**src/rtl/cq_pkg.sv**
```systemverilog
package cq_pkg;

  typedef enum logic [1:0] {
    CV_IDLE = 2'b00,
    CV_WAIT = 2'b01,
    CV_OK   = 2'b10,
    CV_FAIL = 2'b11
  } cv_state_e;

  typedef struct packed {
    logic leadStore;
    logic trailStore;
  } cq_strobe_t;

  function automatic logic maj3(input logic [2:0] v);
    return (v[0] & v[1]) | (v[0] & v[2]) | (v[1] & v[2]);
  endfunction

endpackage

```
**src/rtl/cq_datapath.sv**
```systemverilog
module cq_datapath
  import cq_pkg::*;
#(
  parameter int SLOTS = 16,
  parameter int WIDTH = 32,
  localparam int SW = $clog2(SLOTS)
) (
  input  logic             clk,
  input  logic             rstN,
  input  cq_strobe_t       strobe,
  input  logic [SW-1:0]    leadSlot,
  input  logic [WIDTH-1:0] leadValue,
  input  logic [SW-1:0]    trailSlot,
  input  logic [WIDTH-1:0] trailValue,
  output logic             leadMatch,
  output logic             trailMatch,
  output logic             pairMatch
);

  logic [WIDTH-1:0] store [SLOTS];

  always_ff @(posedge clk) begin
    if (!rstN) begin
      for (int i = 0; i < SLOTS; i++) store[i] <= '0;
    end else begin
      if (strobe.leadStore)  store[leadSlot]  <= leadValue;
      if (strobe.trailStore) store[trailSlot] <= trailValue;
    end
  end

  assign leadMatch  = (store[leadSlot] == leadValue);
  assign trailMatch = (store[trailSlot] == trailValue);
  assign pairMatch  = (leadValue == trailValue);

endmodule

```
**src/rtl/cq_ctrl.sv**
```systemverilog
module cq_ctrl
  import cq_pkg::*;
#(
  parameter int SLOTS = 16,
  localparam int SW = $clog2(SLOTS)
) (
  input  logic               clk,
  input  logic               rstN,
  input  logic               allocValid,
  input  logic [SW-1:0]      allocSlot,
  input  logic               releaseValid,
  input  logic [SW-1:0]      releaseSlot,
  input  logic               leadValid,
  input  logic [SW-1:0]      leadSlot,
  input  logic               trailValid,
  input  logic [SW-1:0]      trailSlot,
  input  logic               checkValid,
  input  logic [SW-1:0]      checkSlot,
  input  logic               leadMatch,
  input  logic               trailMatch,
  input  logic               pairMatch,
  output cq_strobe_t         strobe,
  output logic [2*SLOTS-1:0] stateVec,
  output logic [SLOTS-1:0]   commitReady,
  output logic               recoveryReq,
  output logic [SW-1:0]      recoverySlot
);

  // triplicated control store
  logic [2:0] fullQ [SLOTS];
  logic [1:0] stQ   [SLOTS][3];
  logic [SLOTS-1:0] ownTrailQ, pendValidQ, pendMatchQ;

  // voted view
  logic [SLOTS-1:0] fullV, copyBad;
  cv_state_e        stEff [SLOTS];

  // next state
  logic [SLOTS-1:0] nextFull, nextOwn, nextPendV, nextPendM;
  cv_state_e        nextSt [SLOTS];

  always_comb begin
    for (int i = 0; i < SLOTS; i++) begin
      logic [1:0] raw;
      fullV[i] = maj3(fullQ[i]);
      raw[0] = maj3({stQ[i][2][0], stQ[i][1][0], stQ[i][0][0]});
      raw[1] = maj3({stQ[i][2][1], stQ[i][1][1], stQ[i][0][1]});
      copyBad[i] = (fullQ[i] != 3'b000 && fullQ[i] != 3'b111) ||
                   (stQ[i][0] != stQ[i][1]) || (stQ[i][0] != stQ[i][2]);
      stEff[i] = copyBad[i] ? CV_FAIL : cv_state_e'(raw);
    end
  end

  always_comb begin
    strobe.leadStore  = leadValid && stEff[leadSlot] == CV_WAIT && !fullV[leadSlot];
    strobe.trailStore = trailValid && stEff[trailSlot] == CV_WAIT && !fullV[trailSlot] &&
                        !(strobe.leadStore && leadSlot == trailSlot);
  end

  always_comb begin
    for (int i = 0; i < SLOTS; i++) begin
      logic leadHit, trailHit, chkHit;
      leadHit  = leadValid  && leadSlot  == SW'(i);
      trailHit = trailValid && trailSlot == SW'(i);
      chkHit   = checkValid && checkSlot == SW'(i);
      nextFull[i]  = fullV[i];
      nextOwn[i]   = ownTrailQ[i];
      nextPendV[i] = pendValidQ[i];
      nextPendM[i] = pendMatchQ[i];
      nextSt[i]    = stEff[i];
      if (releaseValid && releaseSlot == SW'(i)) begin
        nextFull[i] = 1'b0; nextOwn[i] = 1'b0; nextPendV[i] = 1'b0; nextPendM[i] = 1'b0;
        nextSt[i] = CV_IDLE;
      end else if (allocValid && allocSlot == SW'(i)) begin
        nextFull[i] = 1'b0; nextOwn[i] = 1'b0; nextPendV[i] = 1'b0; nextPendM[i] = 1'b0;
        nextSt[i] = CV_WAIT;
      end else if (stEff[i] == CV_WAIT) begin
        if (!fullV[i]) begin
          if (leadHit && trailHit) begin
            nextFull[i] = 1'b1; nextOwn[i] = 1'b0;
            nextSt[i] = pairMatch ? CV_OK : CV_FAIL;
          end else if (leadHit) begin
            nextFull[i] = 1'b1; nextOwn[i] = 1'b0;
          end else if (trailHit) begin
            nextFull[i] = 1'b1; nextOwn[i] = 1'b1;
          end
        end else if (!ownTrailQ[i]) begin
          if (trailHit) nextSt[i] = trailMatch ? CV_OK : CV_FAIL;
        end else begin
          if (leadHit && !pendValidQ[i]) begin
            nextPendV[i] = 1'b1; nextPendM[i] = leadMatch;
          end
          if (chkHit) begin
            if (pendValidQ[i])  nextSt[i] = pendMatchQ[i] ? CV_OK : CV_FAIL;
            else if (leadHit)   nextSt[i] = leadMatch ? CV_OK : CV_FAIL;
          end
        end
      end
    end
  end

  always_ff @(posedge clk) begin
    if (!rstN) begin
      for (int i = 0; i < SLOTS; i++) begin
        fullQ[i] <= 3'b000;
        for (int c = 0; c < 3; c++) stQ[i][c] <= CV_IDLE;
      end
      ownTrailQ <= '0; pendValidQ <= '0; pendMatchQ <= '0;
    end else begin
      for (int i = 0; i < SLOTS; i++) begin
        fullQ[i] <= {3{nextFull[i]}};
        for (int c = 0; c < 3; c++) stQ[i][c] <= nextSt[i];
      end
      ownTrailQ <= nextOwn; pendValidQ <= nextPendV; pendMatchQ <= nextPendM;
    end
  end

  always_comb begin
    recoveryReq  = 1'b0;
    recoverySlot = '0;
    for (int i = SLOTS - 1; i >= 0; i--) begin
      stateVec[2*i +: 2] = stEff[i];
      commitReady[i]     = (stEff[i] == CV_OK);
      if (stEff[i] == CV_FAIL) begin
        recoveryReq  = 1'b1;
        recoverySlot = SW'(i);
      end
    end
  end

  AST_ALLOC_WAIT: assert property (@(posedge clk) disable iff (!rstN)
    allocValid && !(releaseValid && releaseSlot == allocSlot)
    |=> stateVec[2*$past(allocSlot) +: 2] == CV_WAIT);

  AST_LEAD_FIRST_VERDICT: assert property (@(posedge clk) disable iff (!rstN)
    trailValid && stEff[trailSlot] == CV_WAIT && fullV[trailSlot] && !ownTrailQ[trailSlot] &&
    !(releaseValid && releaseSlot == trailSlot) && !(allocValid && allocSlot == trailSlot)
    |=> stateVec[2*$past(trailSlot) +: 2] != CV_WAIT);

  AST_RELEASE_IDLE: assert property (@(posedge clk) disable iff (!rstN)
    releaseValid |=> stateVec[2*$past(releaseSlot) +: 2] == CV_IDLE);

  for (genvar g = 0; g < SLOTS; g++) begin : g_readyChk
    AST_READY_NEEDS_EVENT: assert property (@(posedge clk) disable iff (!rstN)
      $rose(commitReady[g]) |->
      $past((trailValid && trailSlot == SW'(g)) || (checkValid && checkSlot == SW'(g))));
  end

endmodule

```
**src/rtl/result_check_queue.sv**
```systemverilog
module result_check_queue
  import cq_pkg::*;
#(
  parameter int SLOTS = 16,
  parameter int WIDTH = 32,
  localparam int SW = $clog2(SLOTS)
) (
  input  logic               clk,
  input  logic               rstN,
  input  logic               allocValid,
  input  logic [SW-1:0]      allocSlot,
  input  logic               releaseValid,
  input  logic [SW-1:0]      releaseSlot,
  input  logic               leadValid,
  input  logic [SW-1:0]      leadSlot,
  input  logic [WIDTH-1:0]   leadValue,
  input  logic               trailValid,
  input  logic [SW-1:0]      trailSlot,
  input  logic [WIDTH-1:0]   trailValue,
  input  logic               checkValid,
  input  logic [SW-1:0]      checkSlot,
  output logic [2*SLOTS-1:0] cvState,
  output logic [SLOTS-1:0]   commitReady,
  output logic               recoveryReq,
  output logic [SW-1:0]      recoverySlot
);

  cq_strobe_t strobe;
  logic leadMatch, trailMatch, pairMatch;

  cq_ctrl #(.SLOTS(SLOTS)) u_ctrl (
    .clk, .rstN,
    .allocValid, .allocSlot, .releaseValid, .releaseSlot,
    .leadValid, .leadSlot, .trailValid, .trailSlot,
    .checkValid, .checkSlot,
    .leadMatch, .trailMatch, .pairMatch,
    .strobe,
    .stateVec(cvState), .commitReady, .recoveryReq, .recoverySlot
  );

  cq_datapath #(.SLOTS(SLOTS), .WIDTH(WIDTH)) u_dp (
    .clk, .rstN, .strobe,
    .leadSlot, .leadValue, .trailSlot, .trailValue,
    .leadMatch, .trailMatch, .pairMatch
  );

endmodule

```
**config.mk**
```make
export PLATFORM = sky130hd
export DESIGN_NAME = result_check_queue
export DESIGN_NICKNAME = d
export VERILOG_FILES = /design/src/rtl/cq_pkg.sv /design/src/rtl/cq_datapath.sv /design/src/rtl/cq_ctrl.sv /design/src/rtl/result_check_queue.sv
export SDC_FILE = /design/constraint.sdc
export NUM_CORES = 1
export LEC_CHECK = 0
export BUFFER_PORTS_ARGS = -buffer_cell sky130_fd_sc_hd__buf_2
export CAP_MARGIN = 5
export CELL_PAD_IN_SITES_DETAIL_PLACEMENT = 2
export CELL_PAD_IN_SITES_GLOBAL_PLACEMENT = 2
export CORE_MARGIN = 2
export CORE_UTILIZATION = 44
export DETAILED_ROUTE_END_ITERATION = 8
export HOLD_SLACK_MARGIN = 0.02
export PLACE_DENSITY_LB_ADDON = 0.1
export SETUP_SLACK_MARGIN = 0.4
export SYNTH_ARGS = -nofsm -noshare
export SYNTH_HDL_FRONTEND = slang
export SYNTH_SLANG_ARGS = --single-unit
```
**constraint.sdc**
```tcl
create_clock -name clk -period 4.76 [get_ports clk]
set_clock_uncertainty 0.05 [all_clocks]
set_input_delay 0.952 -clock clk [delete_from_list [all_inputs] [get_ports clk]]
set_output_delay 0.952 -clock clk [all_outputs]
set_load 0.05 [all_outputs]
```
# == Word-level counts from Yosys, hierarchy flattened ==
# Memories as Yosys holds them, arrays and structs flattened.
# Index checks and enable logic that the tools add are counted.
# totals
register_bits,48
mem_bits_rw,656
input_bits,91
output_inout_bits,53
n_memories,3
# memory_table
memory,words,word_bits,rd,rd_clocked_by_memory_dff,wr,line_no,source
u_dp.store,16,32,2,0,16,cq_datapath.sv:20,logic [WIDTH-1:0] store [SLOTS];
u_ctrl.stQ,16,6,16,0,16,cq_ctrl.sv:31,logic [1:0] stQ [SLOTS][3];
u_ctrl.fullQ,16,3,16,0,16,cq_ctrl.sv:30,logic [2:0] fullQ [SLOTS];
# classes
order_cmp,4
eq_ne,177
muxes,475
n_bitwise,323
n_reduce_logical,272
# op_table
op,n
two-way mux 2 bit,228
two-way mux 1 bit,207
"== test 4 bit, second input constant",40
OR 1 bit,160
AND 1 bit,144
logical AND 1 bit,134
== test 32 bit,3
nonzero test 3 bit,32
"== test 4 x 3 -> 1 bit, second input constant",20
two-way mux 4 bit,18
"== test 2 bit, second input constant",32
two-way mux 32 bit,2
inequality test 2 bit,32
AND reduction 4 bit,16
OR reduction 32 bit,2
two-way mux 3 bit,16
"inequality test 3 bit, second input constant",16
AND reduction 3 bit,16
OR reduction 3 bit,16
"== test 4 x 2 -> 1 bit, second input constant",10
"== test 2 x 1 -> 1 bit, second input constant",18
logical OR 1 bit,32
"== test 4 x 1 -> 1 bit, second input constant",5
logical NOT 4 bit,5
other kinds (8),47

# == Logic depth before layout (Yosys ltp) ==
# Gate-level depths: netlist of the first run.
# An unclocked memory read counts as a cell.
# logic_depth
depth_word,23
ltp_mapped,15
depth_no_buf,10

# == Hierarchy ==
# A second synthesis of the first run with hierarchy kept.
# unflattened
cells_unflattened,2837
hier_area_um2,36586.3
# by_module_without_submodules
module,n_inst,cells_per_inst,area_per_inst_um2,seq_area_each_um2
cq_datapath,1,1984,30170.2,15374.7
cq_ctrl,1,853,6416.2,1961.9

# == Worst setup path after synthesis of the first run ==
# Ideal clock, no wire load.
# synth_path
path_type,in2reg
start,input leadSlot[0]
end,memory u_dp.store[0][0] (enable)
setup_time_ns,0.390
t_arrival_ns,3.687
t_required_ns,4.320
setup_slack_ns,0.633
stages,11
path_cell_list,buf_4 > buf_6 > buf_4 > inv_1 > o41ai_1 > nor2_1 > nand3_1 > o21ai_1 > or3_1 > nor2_1 > or3_1
# synth_rtl
element,line_no,source
"start, declared",result_check_queue.sv:15,"input logic [SW-1:0] leadSlot,"
"end, declared",cq_datapath.sv:20,

==> results of run 1 <==
-- metal layers --
metal,vias up,track usage [%]
li1,12200,-
met1,16500,50.2
met2,2421,65.0
met3,726,11.6
met4,8,27.1
met5,-,0.510
-- flip-flops by register name, summed over array words and instances (netlist names) --
| signal | cells |
|---|---|
| u_ctrl.fullQ | 16 |
| u_ctrl.ownTrailQ | 16 |
| u_ctrl.pendMatchQ | 16 |
| u_ctrl.pendValidQ | 16 |
| u_ctrl.stQ | 34 |
| u_dp.store | 512 |
-- final timing paths --
check        slack (ps)               endpoint
min reg2reg         440  u_ctrl.pendMatchQ[15]
max                 420      u_ctrl.stQ[1][10]
max reg2reg         530      u_dp.store[2][25]
min                 440  u_ctrl.pendMatchQ[15]
-- report_power, final --
group	total [W]	internal [W]	leakage (nW)	switching [W]
Combinational	0.00210	0.000687	8.25	0.00141
Clock	0.00585	0.00328	1.18	0.00256
Sequential	0.00605	0.00594	6.29	0.000110
-- through the flow --
step	std cells	setup WS [ps]	utilization, %	instance area [um^2]	TNS [ps]
after floorplan	2995	633	-	36900	0
after global placement	4078	-575	47.7	39700	-6880
after detailed placement	4078	-527	47.7	39700	-6310
after CTS	4218	425	50.7	42200	0
after global routing	4219	406	50.7	42300	0
final	4222	422	50.7	42300	0
-- placed cells by master (no fill, tap or decap), types with 10 or more instances in the layout --
| master | n |
|---|---|
| clkinv_2 | 11 |
| dfxtp_1 | 98 |
| a211oi_1 | 17 |
| mux2_2 | 29 |
| clkbuf_1 | 18 |
| xnor2_1 | 41 |
| o2111ai_1 | 10 |
| nor3b_1 | 19 |
| nor4_1 | 20 |
| nor3_1 | 27 |
| buf_2 | 138 |
| edfxtp_1 | 512 |
| mux2i_1 | 149 |
| nand2_1 | 126 |
| a22o_1 | 523 |
| buf_12 | 38 |
| nand2b_1 | 21 |
| a21oi_1 | 77 |
| inv_1 | 27 |
| a31oi_1 | 20 |
| or3_1 | 18 |
| nor2b_1 | 40 |
| nor2_1 | 168 |
| xor2_1 | 79 |
| nand4_1 | 28 |
| and2_1 | 18 |
| buf_4 | 176 |
| nor2_4 | 25 |
| and3_1 | 17 |
| o21ai_0 | 54 |
| o22ai_1 | 16 |
| nand3_1 | 28 |
| clkbuf_16 | 76 |
| a221oi_1 | 21 |
| a22oi_1 | 40 |
| or3_2 | 16 |
| clkinv_1 | 16 |
| mux4_2 | 221 |
-- worst min-delay path, cell delays in order, from the launching register on --
cell and delay, ps:
dfxtp_1 320, mux2i_1 70, nor2_1 70
-- cell type report --
cell class / count / area [um^2] / share of cell area (%)
Antenna cell: 4 / 10.0 / 0.0237
Clock buffer: 98 / 2010 / 4.76
Clock inverter: 40 / 380 / 0.900
Inverter: 28 / 105 / 0.249
Multi-Input combinational cell: 2000 / 18100 / 42.9
Sequential cell: 610 / 17300 / 41.0
Tap cell: 1080 / 1350 / 3.20
Timing Repair Buffer: 362 / 2920 / 6.92
-- kinds of logic after synthesis --
| logic type | share of synthesized area (%) |
|---|---|
| mux | 18.4 |
| buf+inv | 4.55 |
| simple gates | 8.61 |
| xor+xnor | 2.90 |
| fa+ha+maj | 0.0679 |
| compound gates | 18.4 |
| flops | 47.0 |
-- what timing repair did --
item                       CTS  global route
setup endpoints to repair   16             9
pin swaps                    2             0
buffers inserted             2             0
gates resized for setup      7             9
==> impl_results.md, run 1 <==
* Status: finished, final reports clean
* Layout Nets at between 3000 and 4000
* Minimum clock period at 4340 ps
* Crit-path max FO at 39
* Yosys reg bits at 610
* Max stage delay on crit path at 520 ps
* Max Slew Vio Count at 0
* DR pass1 iterations at 5
* Pwr/cell area at 331 nW/um^2
* Total grt overflow at 0
* Share of the synthesized area in the top cell type at 41.7%
* Worst Tran Pin Value at 1130 ps
* IO Port Bufs at 143
* Met2 wire len at around 82000 um
* Top_reg_cell synth: edfxtp_1
* Critical Path End Type: flop
* Final WL at 180000 um
* Hold Crit Depth at 2
* Pin count of the biggest net entering global routing at 49
* CP startpoint kind: input pin
* Cell taking the most area after synthesis: edfxtp_1
* Critical path type: input pin to flop
* CTS sink cnt at 610
* Critical path's most frequent cell: mux4_2
* Total Routing Usage GR at 41.4%
* Asr flop ratio synth at 0%
* Hold path start: u_ctrl.pendMatchQ[15]
* DIE HEIGHT at 293 um
* Root Buffer: clkbuf_16
* Io pins at approximately 140
* Synth Warn # at 0
* Hold_buf cts at 0
* RSZ-0062 raised after global routing: false
* Worst Path Required at 5250 ps
* Peak VDD IR at around 350 uV
* DP Wirelength at 113000 um
* Number of cells on the critical path at 11
* Crit share post-route at 91.1%
* Synthesized Nets at 3088
* Worst hold path type: flop to flop
* Synth area leaders: edfxtp_1, mux4_2, a22o_1
* Antenna violations before repair at 10
* Rel. slew slack at 24.8%
* CTS tree: done
* WL/cell at 42.7 um
* Setup-failing EPs final at 0
* Met3 WL at 20200 um
* Initial DRC count at about 4500
* Std cell rows at approximately 110
* Vias in the first global route at around 33000
* Most frequent cell after synthesis: a22o_1
* Worst path bufs/invs at 3
* Avg Cell Area, Syn at 12.3 um^2
* CTS Buffer Depth at 3
* Seq/Total Area, Yosys at 47.0%
* Top cells by count, synth: a22o_1, edfxtp_1, clkbuf_1
* Fin Hold WS at between 400 and 500 ps
* Worst EP arrival at between 4000 and 5000 ps
* Highest routed layer: met5
* Filler cells at 7953
* Max cap viols at 0
* Global-route wire length before repair at 253000 um
* Total CTS buffers at 75
* Max Clk Rate at 231 MHz
* P_leak at 15.7 nW
* Synthesized instance count at 2995
* Synth Cell Area at between 30000 and 40000 um^2
* Fraction of layout cells with a size suffix above 1 at 25.2%
* Area growth, synth to finish at 14.6%
* CP delay by family, top: buffers and inverters
* R2R cell count at 11
* CP startpoint: trailSlot[1]
* Core area at 83300 um^2
* Vias per cell at 7.55
* Metal-1 WL at 63800 um
* Slowest cell on crit path: mux4_2
* Die area at around 86000 um^2
* Initial core utilization at 44.3%
* ANT nets after route at 0
* GPL Wtd Cong at just over 0.9
* H-tree Lvls at 3
* Final Hold Violating Endpoints at 0
* Clock Latency Late Sink at 680 ps
* Worst-path cell chain: buf_8 > buf_4 > mux4_2 > mux4_2 > xnor2_1 > nand4_1 > nor4_4 > nand3_2 > buf_12 > o311a_1 > a22o_1
* Die X at 293 um
* Tot Pwr at 0.0140 W
* # DRC at 0
* Worst r2r src: u_ctrl.stQ[0][2]
* Number of distinct library cells after synthesis at a little under 80
* Post-synth EDFFs at 512
* Clock transition at path regs at about 60 ps
* Vias at ~32000
Note: power is estimated with default switching activity, not from simulation.
==> run 2, diff against run 1 <==
--- a/config.mk
+++ b/config.mk
@@ -10,7 +10,7 @@
 export CELL_PAD_IN_SITES_DETAIL_PLACEMENT = 2
 export CELL_PAD_IN_SITES_GLOBAL_PLACEMENT = 2
 export CORE_MARGIN = 2
-export CORE_UTILIZATION = 44
+export CORE_UTILIZATION = 40
 export DETAILED_ROUTE_END_ITERATION = 8
 export HOLD_SLACK_MARGIN = 0.02
 export PLACE_DENSITY_LB_ADDON = 0.1
==> constraint.sdc (replaced) <==
create_clock -name clk -period 3.7 [get_ports clk]
set_clock_uncertainty 0.05 [all_clocks]
set_input_delay 0.74 -clock clk [delete_from_list [all_inputs] [get_ports clk]]
set_output_delay 0.74 -clock clk [all_outputs]
set_load 0.05 [all_outputs]
==> run 2 against run 1 <==
The flow now finishes with violations (negative setup slack). Total power is 34% higher. Global-route usage hardly changed. Flip-flop and latch count stayed put. Via count is 7.4% higher. Core utilization is 1.0 points higher. Non-clock buffer count is 363 higher. Cell count is 11% higher. Register-to-register slack worse by 800 ps. Sequential power is 29% higher. Sequential share of layout area is 4.4 points lower. Combinational power is 68% higher. Critical path type unchanged.
==> impl_results.md, run 2 (same netlist as run 1, synthesis figures left out) <==
* Status: finished, violations left (was finished, final reports clean)
* Failing checks: negative setup slack
* Pin count of the biggest net entering global routing at 29 (was 49)
* Io pins at 144 (unchanged)
* Most frequent cells in the layout: a22o_1, edfxtp_1, buf_4, mux4_2, nor2_1 (was a22o_1, edfxtp_1, mux4_2, buf_4, nor2_1)
* Vias at 34200 (was 31900)
* Setup WS pre-CTS at -1080 ps (was -527 ps)
* Fraction of layout cells with a size suffix above 1 at 35.2% (was 25.2%)
* CP delay by family, top: buffers and inverters (unchanged)
* DP Wirelength at 130000 um (was 113000 um)
* CTS Buffer Depth at 3 (unchanged)
* Biggest regs: u_dp.store x512, u_ctrl.stQ x34 (unchanged)
* CP startpoint: trailSlot[1] (unchanged)
* DIE HEIGHT at 308 um (was 293 um)
* Initial core utilization at 40.3% (was 44.3%)
* Worst path bufs/invs at 4 (was 3)
* Sw Share at 30.0% (was 29.2%)
* Combinational Power Share at 18.7% (was 15.0%)
* Final Hold Violating Endpoints at 0 (unchanged)
* P_leak at 18.2 nW (was 15.7 nW)
* Worst Path Required at 4190 ps (was 5250 ps)
* Root Buffer: clkbuf_16 (unchanged)
* Total CTS buffers at 76 (was 75)
* Max Clk Rate at 247 MHz
* Final Core Density at 51.8% (was 50.7%)
* DR pass1 iterations at 5 (unchanged)
* Peak VDD IR at 306 uV (was 351 uV)
* CP startpoint kind: input pin (unchanged)
* Setup slack after layout at -350 ps (was 422 ps)
* Vias per cell at 7.30 (was 7.55)
* Number of flip-flops in the largest register at 512 (unchanged)
* Vias in the first global route at 35300 (was 33400)
* Critical path type: input pin to flop (unchanged)
* Worst r2r dst: u_ctrl.stQ[3][10] (was u_dp.store[2][25])
* IO Port Bufs at 143 (unchanged)
* Global-route wire length before repair at 276000 um (was 253000 um)
* Std cell rows at 111 (was 106)
* Worst EP arrival at 4540 ps (was 4830 ps)
* # DRC at 0 (unchanged)
* Rel. slew slack at 17.2% (was 24.8%)
* Worst hold path type: input pin to flop (was flop to flop)
* Crit-path max FO at 28 (was 39)
* Initial DRC count at 4694 (was 4549)
* CTS sink cnt at 610 (unchanged)
* Psw at 0.00565 W (was 0.00409 W)
* RSZ-0062 raised after global routing: true (was false)
* Die area at 94600 um^2 (was 86100 um^2)
* GPL Wtd Cong at 0.923 (was 0.934)
* Die X at 308 um (was 293 um)
* Layout Nets at 3534 (was 3170)
* Total grt overflow at 0 (unchanged)
* Hold_buf cts at 0 (unchanged)
* Max stage delay on crit path at 500 ps (was 520 ps)
* Reg2reg setup slack at -270 ps (was 530 ps)
* Minimum clock period at 4050 ps
* Clock transition at path regs at 60 ps (about the same)
* Antenna violations before repair at 14 (was 10)
* Setup-failing EPs final at 17 (was 0)
* Number of cells on the critical path at 12 (was 11)
* Max cap viols at 0 (unchanged)
* H-tree Lvls at 3 (unchanged)
* Critical path's most frequent cell: mux4_2 (unchanged)
* Clock power frac at 39.8% (was 41.8%)
* Critical Path End Type: flop (unchanged)
* Worst-path cell chain: clkbuf_16 > buf_4 > mux4_2 > mux4_2 > xnor2_1 > o2111ai_1 > nor4_4 > nand3_4 > buf_12 > buf_16 > nor3b_1 > o31a_1 (was buf_8 > buf_4 > mux4_2 > mux4_2 > xnor2_1 > nand4_1 > nor4_4 > nand3_2 > buf_12 > o311a_1 > a22o_1)
* Crit share post-route at 109%
* CTS tree: done (unchanged)
* Pwr/cell area at 397 nW/um^2 (was 331 nW/um^2)
* Commonest non-fill, non-tap cell in the layout: a22o_1 (unchanged)
* Internal at 0.0132 W (was 0.00991 W)
* Filler cells at 8553 (was 7953)
* ANT nets after route at 0 (unchanged)
* Core area at 91500 um^2 (was 83300 um^2)
* Worst Tran Pin Value at 1240 ps (was 1130 ps)
* Critical path destination: u_ctrl.stQ[3][10] (was u_ctrl.stQ[1][10])
* Clock Latency Late Sink at 690 ps (was 680 ps)
* Biggest register: u_dp.store (unchanged)
* WL/cell at 43.3 um (was 42.7 um)
* Final WL at 203000 um (was 180000 um)
* R2R cell count at 13 (was 11)
* Total Routing Usage GR at 41.4% (about the same)
* Max Slew Vio Count at 0 (unchanged)
* Area growth, synth to finish at 28.6% (was 14.6%)
* Worst r2r src: u_dp.store[7][5] (was u_ctrl.stQ[0][2])
* Sequential share of power at 41.5% (was 43.2%)
* Slowest cell on crit path: mux4_2 (unchanged)
## run 2: how the worst min path moves through the flow
stage                    startpoint                   end  cells past startpoint
2_1_floorplan  u_ctrl.pendMatchQ[0]  u_ctrl.pendMatchQ[0]                      2
3_3_place_gp   u_ctrl.pendMatchQ[5]  u_ctrl.pendMatchQ[5]                      2
3_5_place_dp   u_ctrl.pendMatchQ[5]  u_ctrl.pendMatchQ[5]                      2
4_1_cts                        rstN     u_ctrl.stQ[2][10]                      3
5_1_grt              trailValue[14]     u_dp.store[3][14]                      2
6_report                       rstN     u_ctrl.stQ[2][10]                      3
## run 2: through the flow
| step | setup TNS [ps] | hold slack (ps) | std cells | area [um^2] | power [W] |
|---|---|---|---|---|---|
| after detailed placement | -460890 | 439 | 4451 | 42800 | 0.0108 |
| after global placement | -374640 | 421 | 4451 | 42800 | 0.0107 |
| final | -4160 | 444 | 4693 | 47400 | 0.0188 |
| after global routing | -4810 | 464 | 4687 | 47400 | 0.0191 |
| after CTS | -433 | 433 | 4662 | 46800 | 0.0185 |
| after floorplan | -361 | 402 | 2995 | 37100 | 0.00937 |
## run 2: repair_timing
item                                    in CTS  in global routing
gates cloned                                17                  0
endpoints found under the setup margin    1061                987
setup buffers                               57                 24
pin swaps                                   42                 22
hold endpoints to repair                     0                  0
gates resized for setup                    148                 56
## run 2: worst register-to-register path, cell delays in order (launching register included)
cell and delay [ps]:
edfxtp_1 460, mux4_2 520, mux4_2 520, xor2_2 180
nor4_2 310, buf_4 170, nand4_1 150, nor4_4 470
buf_4 230, nand3_4 110, buf_12 170, buf_16 130
nor3b_1 140, o31a_1 240
## run 2: cell type report
cell class                 count  area, um^2  area share, %
antenna                        7        17.5         0.0370
clock buffer                  91        2030           4.29
clock inverter                46         329          0.694
inverter                      28         105          0.222
multi-input combinational   2000       18800           39.6
sequential                   610       17300           36.6
tap                         1186        1480           3.13
timing repair buffer         725        7330           15.5
## run 2: power groups by stage
stage	clock (W)	combinational, W	sequential (W)
global placement	0	0.00280	0.00789
floorplan	0	0.00153	0.00785
finish	0.00749	0.00352	0.00780
detailed placement	0	0.00289	0.00791
CTS	0.00746	0.00326	0.00778
global route	0.00773	0.00357	0.00781
## run 2: metal layers
layer | GRT usage, % | vias up | share of wire, %
li1 | - | 12900 | -
met1 | 50.1 | 17700 | 35
met2 | 65.1 | 2767 | 46
met3 | 9.35 | 830 | 11
met4 | 30.4 | 12 | 8.4
met5 | 0 | - | 0.038
